File: src/rtl/ee_pkg.sv
package ee_pkg;
  typedef enum logic [2:0] {ST_IDLE, ST_RX, ST_ACK, ST_TX, ST_MACK} busState_e;
  typedef enum logic [1:0] {K_CTRL, K_AHI, K_ALO, K_DATA} byteKind_e;

  typedef struct packed {
    logic sclRise;
    logic sclFall;
    logic startEv;
    logic stopEv;
    logic sdaLvl;
  } busEv_t;

  typedef struct packed {
    logic shiftIn;
    logic clrCnt;
    logic loadHi;
    logic loadAddr;
    logic takeData;
    logic loadTx;
    logic shiftTx;
    logic ackDrive;
    logic txEn;
  } dpCmd_t;

  localparam logic [3:0] DEV_TYPE = 4'b1010;
endpackage

File: src/rtl/ee_bus_sync.sv
module ee_bus_sync
  import ee_pkg::*;
#(
  parameter int SYNC_STAGES = 2
) (
  input  logic   clk,
  input  logic   rstN,
  input  logic   sclIn,
  input  logic   sdaIn,
  output busEv_t ev
);
  logic [SYNC_STAGES-1:0] sclPipe, sdaPipe;
  logic sclPrev, sdaPrev;
  logic sclS, sdaS;

  assign sclS = sclPipe[SYNC_STAGES-1];
  assign sdaS = sdaPipe[SYNC_STAGES-1];

  always_ff @(posedge clk or negedge rstN) begin
    if (!rstN) begin
      sclPipe <= '1;
      sdaPipe <= '1;
      sclPrev <= 1'b1;
      sdaPrev <= 1'b1;
    end else begin
      sclPipe <= {sclPipe[SYNC_STAGES-2:0], sclIn};
      sdaPipe <= {sdaPipe[SYNC_STAGES-2:0], sdaIn};
      sclPrev <= sclS;
      sdaPrev <= sdaS;
    end
  end

  always_comb begin
    ev.sclRise = sclS & ~sclPrev;
    ev.sclFall = ~sclS & sclPrev;
    ev.startEv = sclS & sclPrev & sdaPrev & ~sdaS;
    ev.stopEv  = sclS & sclPrev & ~sdaPrev & sdaS;
    ev.sdaLvl  = sdaS;
  end
endmodule

File: src/rtl/ee_ctrl.sv
module ee_ctrl
  import ee_pkg::*;
(
  input  logic       clk,
  input  logic       rstN,
  input  busEv_t     ev,
  input  logic [7:0] rxByte,
  input  logic [3:0] bitCnt,
  input  logic [2:0] strapPins,
  input  logic       busyIn,
  output dpCmd_t     cmd,
  output logic       wrCommit
);
  busState_e stateQ, stateN;
  byteKind_e kindQ, kindN;
  logic readQ, readN, wrPendQ, wrPendN, commitQ, commitN;
  logic ctrlMatch;

  assign ctrlMatch = (rxByte[7:4] == DEV_TYPE) && (rxByte[3:1] == strapPins) && !busyIn;
  assign wrCommit = commitQ;

  always_comb begin
    cmd = '0;
    cmd.ackDrive = (stateQ == ST_ACK);
    cmd.txEn = (stateQ == ST_TX);
    stateN = stateQ;
    kindN = kindQ;
    readN = readQ;
    wrPendN = wrPendQ;
    commitN = 1'b0;
    if (ev.stopEv) begin
      stateN = ST_IDLE;
      commitN = wrPendQ;
      wrPendN = 1'b0;
    end else if (ev.startEv) begin
      stateN = ST_RX;
      kindN = K_CTRL;
      cmd.clrCnt = 1'b1;
      wrPendN = 1'b0;
    end else begin
      unique case (stateQ)
        ST_RX: begin
          if (ev.sclRise) cmd.shiftIn = 1'b1;
          if (ev.sclFall && bitCnt == 4'd8) begin
            stateN = ST_ACK;
            unique case (kindQ)
              K_CTRL: begin
                if (ctrlMatch) readN = rxByte[0];
                else stateN = ST_IDLE;
              end
              K_AHI: cmd.loadHi = 1'b1;
              K_ALO: cmd.loadAddr = 1'b1;
              default: begin
                cmd.takeData = 1'b1;
                wrPendN = 1'b1;
              end
            endcase
          end
        end
        ST_ACK: begin
          if (ev.sclFall) begin
            cmd.clrCnt = 1'b1;
            if (kindQ == K_CTRL && readQ) begin
              cmd.loadTx = 1'b1;
              stateN = ST_TX;
            end else begin
              stateN = ST_RX;
              unique case (kindQ)
                K_CTRL: kindN = K_AHI;
                K_AHI: kindN = K_ALO;
                default: kindN = K_DATA;
              endcase
            end
          end
        end
        ST_TX: begin
          if (ev.sclRise) cmd.shiftIn = 1'b1;
          if (ev.sclFall) begin
            if (bitCnt == 4'd8) stateN = ST_MACK;
            else cmd.shiftTx = 1'b1;
          end
        end
        ST_MACK: begin
          if (ev.sclRise) cmd.shiftIn = 1'b1;
          if (ev.sclFall) begin
            if (!rxByte[0]) begin
              cmd.loadTx = 1'b1;
              cmd.clrCnt = 1'b1;
              stateN = ST_TX;
            end else begin
              stateN = ST_IDLE;
            end
          end
        end
        default: ;
      endcase
    end
  end

  always_ff @(posedge clk or negedge rstN) begin
    if (!rstN) begin
      stateQ <= ST_IDLE;
      kindQ <= K_CTRL;
      readQ <= 1'b0;
      wrPendQ <= 1'b0;
      commitQ <= 1'b0;
    end else begin
      stateQ <= stateN;
      kindQ <= kindN;
      readQ <= readN;
      wrPendQ <= wrPendN;
      commitQ <= commitN;
    end
  end

  // Entering the ack slot of a control byte requires idle write engine.
  assert_no_ack_busy_R9: assert property (@(posedge clk) disable iff (!rstN)
    (stateQ == ST_ACK && kindQ == K_CTRL && $past(stateQ) != ST_ACK) |-> !$past(busyIn));

  assert_ctrl_match_R2: assert property (@(posedge clk) disable iff (!rstN)
    (stateQ == ST_ACK && kindQ == K_CTRL && $past(stateQ) != ST_ACK)
      |-> ($past(rxByte[7:4]) == 4'b1010 && $past(rxByte[3:1]) == $past(strapPins)));

  assert_stop_idles_R1: assert property (@(posedge clk) disable iff (!rstN)
    ev.stopEv |=> stateQ == ST_IDLE);

  assert_commit_on_stop_R6: assert property (@(posedge clk) disable iff (!rstN)
    wrCommit |-> $past(ev.stopEv));
endmodule

File: src/rtl/ee_datapath.sv
module ee_datapath
  import ee_pkg::*;
#(
  parameter int ADDR_W = 16,
  parameter int PAGE_W = 7
) (
  input  logic              clk,
  input  logic              rstN,
  input  dpCmd_t            cmd,
  input  logic              sdaLvl,
  input  logic [7:0]        rdData,
  output logic [7:0]        rxByte,
  output logic [3:0]        bitCnt,
  output logic [ADDR_W-1:0] addrCnt,
  output logic              sdaPullLow,
  output logic              wrStrobe,
  output logic [7:0]        wrData,
  output logic [ADDR_W-1:0] wrAddr
);
  localparam int HI_W = ADDR_W - 8;

  logic [7:0] rxShift, txShift;
  logic [HI_W-1:0] addrHiQ;
  logic [PAGE_W-1:0] pageNext;

  assign rxByte = rxShift;
  assign pageNext = addrCnt[PAGE_W-1:0] + 1'b1;
  assign sdaPullLow = cmd.ackDrive | (cmd.txEn & ~txShift[7]);

  always_ff @(posedge clk or negedge rstN) begin
    if (!rstN) begin
      rxShift <= '0;
      txShift <= '1;
      bitCnt <= '0;
      addrHiQ <= '0;
      addrCnt <= '0;
      wrStrobe <= 1'b0;
      wrData <= '0;
      wrAddr <= '0;
    end else begin
      if (cmd.shiftIn) rxShift <= {rxShift[6:0], sdaLvl};
      if (cmd.clrCnt) bitCnt <= '0;
      else if (cmd.shiftIn) bitCnt <= bitCnt + 1'b1;
      if (cmd.loadHi) addrHiQ <= rxShift[HI_W-1:0];
      if (cmd.loadAddr) begin
        addrCnt <= {addrHiQ, rxShift};
      end else if (cmd.takeData) begin
        addrCnt <= {addrCnt[ADDR_W-1:PAGE_W], pageNext};
      end else if (cmd.loadTx) begin
        addrCnt <= addrCnt + 1'b1;
      end
      if (cmd.takeData) begin
        wrData <= rxShift;
        wrAddr <= addrCnt;
      end
      wrStrobe <= cmd.takeData;
      if (cmd.loadTx) txShift <= rdData;
      else if (cmd.shiftTx) txShift <= {txShift[6:0], 1'b1};
    end
  end

  assert_page_roll_R5: assert property (@(posedge clk) disable iff (!rstN)
    wrStrobe |-> (addrCnt[ADDR_W-1:PAGE_W] == wrAddr[ADDR_W-1:PAGE_W]
                  && addrCnt[PAGE_W-1:0] == PAGE_W'(wrAddr[PAGE_W-1:0] + 1'b1)));

  assert_read_step_R7: assert property (@(posedge clk) disable iff (!rstN)
    $past(cmd.loadTx) |-> addrCnt == ADDR_W'($past(addrCnt) + 1'b1));
endmodule

File: src/rtl/eeprom_bus_engine.sv
module eeprom_bus_engine
  import ee_pkg::*;
#(
  parameter int ADDR_W = 16,
  parameter int PAGE_W = 7,
  parameter int SYNC_STAGES = 2
) (
  input  logic              clk,
  input  logic              rstN,
  input  logic              sclIn,
  input  logic              sdaIn,
  input  logic [2:0]        strapPins,
  input  logic              busyIn,
  input  logic [7:0]        rdData,
  output logic [ADDR_W-1:0] rdAddr,
  output logic              sdaPullLow,
  output logic              wrStrobe,
  output logic [7:0]        wrData,
  output logic [ADDR_W-1:0] wrAddr,
  output logic              wrCommit
);
  busEv_t ev;
  dpCmd_t cmd;
  logic [7:0] rxByte;
  logic [3:0] bitCnt;

  ee_bus_sync #(.SYNC_STAGES(SYNC_STAGES)) u_sync (
    .clk(clk), .rstN(rstN), .sclIn(sclIn), .sdaIn(sdaIn), .ev(ev)
  );

  ee_ctrl u_ctrl (
    .clk(clk), .rstN(rstN), .ev(ev), .rxByte(rxByte), .bitCnt(bitCnt),
    .strapPins(strapPins), .busyIn(busyIn), .cmd(cmd), .wrCommit(wrCommit)
  );

  ee_datapath #(.ADDR_W(ADDR_W), .PAGE_W(PAGE_W)) u_dp (
    .clk(clk), .rstN(rstN), .cmd(cmd), .sdaLvl(ev.sdaLvl), .rdData(rdData),
    .rxByte(rxByte), .bitCnt(bitCnt), .addrCnt(rdAddr), .sdaPullLow(sdaPullLow),
    .wrStrobe(wrStrobe), .wrData(wrData), .wrAddr(wrAddr)
  );

  // The line moves only behind a falling bus clock or a bus condition.
  assert_sda_after_fall_R3: assert property (@(posedge clk) disable iff (!rstN)
    !$stable(sdaPullLow) |-> $past(ev.sclFall | ev.startEv | ev.stopEv));
endmodule

File: config.mk
export PLATFORM = sky130hd
export DESIGN_NAME = eeprom_bus_engine
export DESIGN_NICKNAME = d
export VERILOG_FILES = /design/src/rtl/ee_pkg.sv /design/src/rtl/ee_bus_sync.sv /design/src/rtl/ee_ctrl.sv /design/src/rtl/ee_datapath.sv /design/src/rtl/eeprom_bus_engine.sv
export SDC_FILE = /design/constraint.sdc
export NUM_CORES = 1
export LEC_CHECK = 0
export BUFFER_PORTS_ARGS = -buffer_cell sky130_fd_sc_hd__buf_2
export CAP_MARGIN = 20
export CORE_UTILIZATION = 40
export CTS_CLUSTER_DIAMETER = 150
export DETAILED_ROUTE_END_ITERATION = 6
export PLACE_DENSITY = 0.7
export SYNTH_ARGS = -nofsm -noshare
export SYNTH_HDL_FRONTEND = slang
export SYNTH_SLANG_ARGS = --single-unit
File: constraint.sdc
create_clock -name clk -period 5.25 [get_ports clk]
set_clock_uncertainty 0.1 [all_clocks]
set_input_delay 0.2625 -clock clk [delete_from_list [all_inputs] [get_ports clk]]
set_output_delay 0.2625 -clock clk [all_outputs]
set_load 0.02 [all_outputs]
==> results.md <==
- The congestion estimate from routability-driven global placement came to 0.851.
- Prior to clock tree synthesis, the placed netlist has a worst setup slack of 2.81 ns.
- The routed design could run at a clock period as short as 2.49 ns.
- The number of nets at the end of the flow is 477.
- Buffers inserted during clock tree synthesis total 9.
- The top-level I/O count is 59.
- For this design, the slowest cell found on the critical path is dfrtp_1.
- The cell area after placement is 4410 µm².
- The flip-flop and latch count after synthesis is 83.
- The critical setup path kind is flop to flop.
- The fraction of registers with async set/reset is 100%.
- The count of nets left with antenna violations once routing finished came out at 0.
- The internal cell power is just under 1 mW.
- In the global route stage, overall resource usage came out at roughly a fifth.
- The leakage power is 2.30 nW.
- The later pin in the worst-skew pair is clocked with a latency of 0.35 ns.
- Setup violations remaining at the end of the flow were counted as 0.
- The number of clock sinks seen by CTS is 83.
- The effective utilization at floorplan is 41.3%.
- The die is 103 µm tall.
- After detailed routing, the number of vias per cell comes to 5.25.
- The share of synthesized area in the top cell type comes to 42.6%.
- The die covers ~11000 µm².
- The H-tree depth is 3.
- Counting both buffers and inverters, the worst setup path holds a total of 0.
- The area inside the core boundary is 9820 µm².
- The proportion of power drawn by combinational gates is under 10%.
- In this run, the clock network consumes 35.2% of the power.
- Net switching is around a quarter of the power.
- The first global-routing pass estimated 14800 µm of wire.
- The number of different library cells used by synthesis comes to 61.
- After layout, the worst setup slack is roughly 2.8 ns.
- The number of antenna violations at the first check in global routing was 0.
- The start point of the worst min-delay path is rdData[0].
- The most area-hungry cell type in the Yosys netlist is dfrtp_1.
- The number of standard cells after synthesis is 397.
- 0 antenna diodes ended up in the layout.
- The pre-antenna-repair detailed-routing pass consisted of 4 iterations.
- The leftover overflow at the end of global routing is 0.
- The setup total negative slack is 0 ns.
- The utilization after layout is 48.3%.
- Among the stages of the critical path, the cell type that occurs most often is nor2_2.
- Counting flops with a built-in enable in the synthesized netlist gives 0.
- During synthesis, Yosys emitted a total of 0 warnings.
- The share of layout cells above drive strength 1 is 26.8%.
- STA classifies the critical path startpoint as a flop.
- In this design, the stage delay of the slowest critical-path cell is roughly 0.71 ns.
- The dominant cell by count in the synthesized netlist is nand2_1.
- In this run the worst setup path begins at u_ctrl.kindQ[0].
- After synthesis, the mean cell area works out to about 10 µm².
- The register share of total power is between 50% and 60%.
- The switching power summed over all nets is 0.346 mW.
- Setup repair after global routing left no endpoint under its margin.
- The type of the worst min-delay path is primary input to flop.
- The die is 103 µm wide.
- The summed area of non-filler cells in the final layout is 4740 µm².
- The DRC violation count after routing is 0.
- After clock tree synthesis, the setup repair step added 0 buffers.
- The run finished with clean final reports.
- The worst flop-to-flop path startpoint is u_ctrl.kindQ[0].
- The portion of the post-synthesis area used by sequential elements is 51.6%.
- The number of port buffers is 58.
- The total instance count after detailed placement is about 570.
- The total wire length after detailed routing is 9290 µm.
- Ranked by instance count, the synthesized netlist is headed by nand2_1 (76), dfrtp_1 (69), mux2_2 (17), nor2_1 (17), o21ai_0 (17).
- Relative to the synthesized area, the layout overhead comes to 16.9%.
- The tree is rooted in a clkbuf_8.
- The relative slew slack is 42.1%.
- After synthesis, the cell types taking the most area are dfrtp_1 (43%), dfstp_2 (9.1%), nand2_1 (7.0%).
- In this run the deepest clock path goes through 2 buffers.
- The total count of hold-check failures in the final report is 0.
- Across all layers, the routed design uses around 3.1k vias.
- The routed length per instance is 15.6 µm.
- The maximum frequency from static timing analysis is between 400 and 500 MHz.
- Walking the worst path, the cells encountered are nor2_2 -> a31oi_4 -> nor2_2 -> nand3_1 -> o221ai_1.
- The biggest fanout along the worst timing path is 20.
- When the netlist entered floorplanning its net count stood at around 420.
- At the worst endpoint, the arrival time is 2.65 ns.
- After clock tree synthesis, the clock-pin slew on the worst setup and hold paths is 0.08 ns.
- The max-capacitance violation count is 0.
- The final hold slack is 0.0497 ns.
- STA puts the critical path data required time at 5.41 ns.
- The final number of max-transition violations is 0.
- The worst setup path is captured at a flop.
- The TritonCTS clock tree is done.
- The number of global-route vias before repair is 2886.
- The final HPWL from detailed placement is 6180 µm.
- The final non-filler cell total is 596.
- For this block, the initial DRC count from the detailed router was between 200 and 250.
- Dividing the final minimum period by the clock period gives 47.4%.
- The largest net degree at the start of global routing is 84.
- In this run the cell area of the synthesized design comes to 4060 µm².
- The number of cell rows is 36.
- The total chip power is 1.31 mW.
- The category of cells accounting for the largest share of critical-path delay is simple AND/OR/NAND/NOR gates.
- The prevailing post-synth register cell is dfrtp_1.
- Across the VDD grid, the largest voltage drop is 152 µV.
- In this run the power density over the cells is 276 nW/µm².
- For the pin with the worst max-slew slack, the measured transition is 0.869 ns.
## path summary, 6_finish.rpt
check,end,depth (start not counted),slack (ns)
setup / recovery,u_dp.addrCnt[8],5,2.76
hold / removal,u_dp.txShift[0],2,0.05
setup reg to reg,u_dp.addrCnt[8],5,2.76
hold reg to reg,u_sync.sdaPipe[1],0,0.26
max in group asynchronous,u_dp.txShift[3],3,4.28
min in group asynchronous,u_dp.wrStrobe,2,0.17
## worst register-to-register path: stages (launching register included)
cell and delay (ns):
dfrtp_1 0.71, nor2_2 0.42, a31oi_4 0.18, nor2_2 0.63
nand3_1 0.17, o221ai_1 0.20
## layer usage
layer  vias to the layer above  track usage (%)  routed length (µm)
met5                         -                0                   0
met4                         0             8.68                 197
met3                        17             4.07                 539
met2                        89             27.2                4240
met1                      1509             26.3                4310
li1                       1516                -                   -
## cells in the final DEF, fill, tap and decap left out, types with 4 or more instances in the layout
cell,instances
nand2_1,76
dfrtp_1,69
buf_2,57
nor2_1,17
o21ai_0,17
mux2_2,17
mux2i_1,15
inv_1,14
dfstp_2,14
o21ai_1,12
nand3_1,11
and3_1,10
clkbuf_8,10
dlygate4sd3_1,10
a21oi_1,8
xnor2_1,8
nand4_1,5
nor2b_1,5
nor3_1,5
a211oi_1,4
xor2_1,4
## cells by family after synthesis
| kind of cell | count (synthesis) | synth area share [%] |
|---|---|---|
| multiplexers | 32 | 8.42 |
| flip-flops | 83 | 51.6 |
| adder cells (fa/ha/maj) | 3 | 0.925 |
| buffers and inverters | 36 | 4.10 |
| AO/OA/AOI/OAI | 77 | 13.4 |
| XOR/XNOR | 12 | 2.59 |
| AND/OR/NAND/NOR | 154 | 18.9 |
## power by group through the flow
stage / clock [mW] / sequential, mW / combinational (mW)
final: 0.460 / 0.742 / 0.107
after global routing: 0.505 / 0.749 / 0.119
after CTS: 0.474 / 0.743 / 0.106
after detailed placement: 0 / 0.755 / 0.100
after global placement: 0 / 0.752 / 0.0946
after floorplan: 0 / 0.721 / 0.0727
## registers in the layout, indices dropped and copies added (netlist names), 3 cells and up
register	count
u_dp.wrData	8
u_dp.txShift	8
u_dp.addrHiQ	8
u_dp.rxByte	8
u_ctrl.stateQ	3
u_dp.bitCnt	4
u_dp.addrCnt	16
u_dp.wrAddr	16
## what timing repair did
action                                 in CTS  in global routing
endpoints found under the hold margin       9                 69
hold buffers                                9                  1
gates resized for setup                     0                  0
## final cells by class
class	count	area, µm²
clock buffer	12	145
clock inverter	4	50.0
fill	952	5070
inverter	15	56.3
multi-input combinational	278	1800
sequential	83	2090
tap	133	166
timing repair buffer	71	435
No activity file was read; power rests on OpenSTA's default activity.
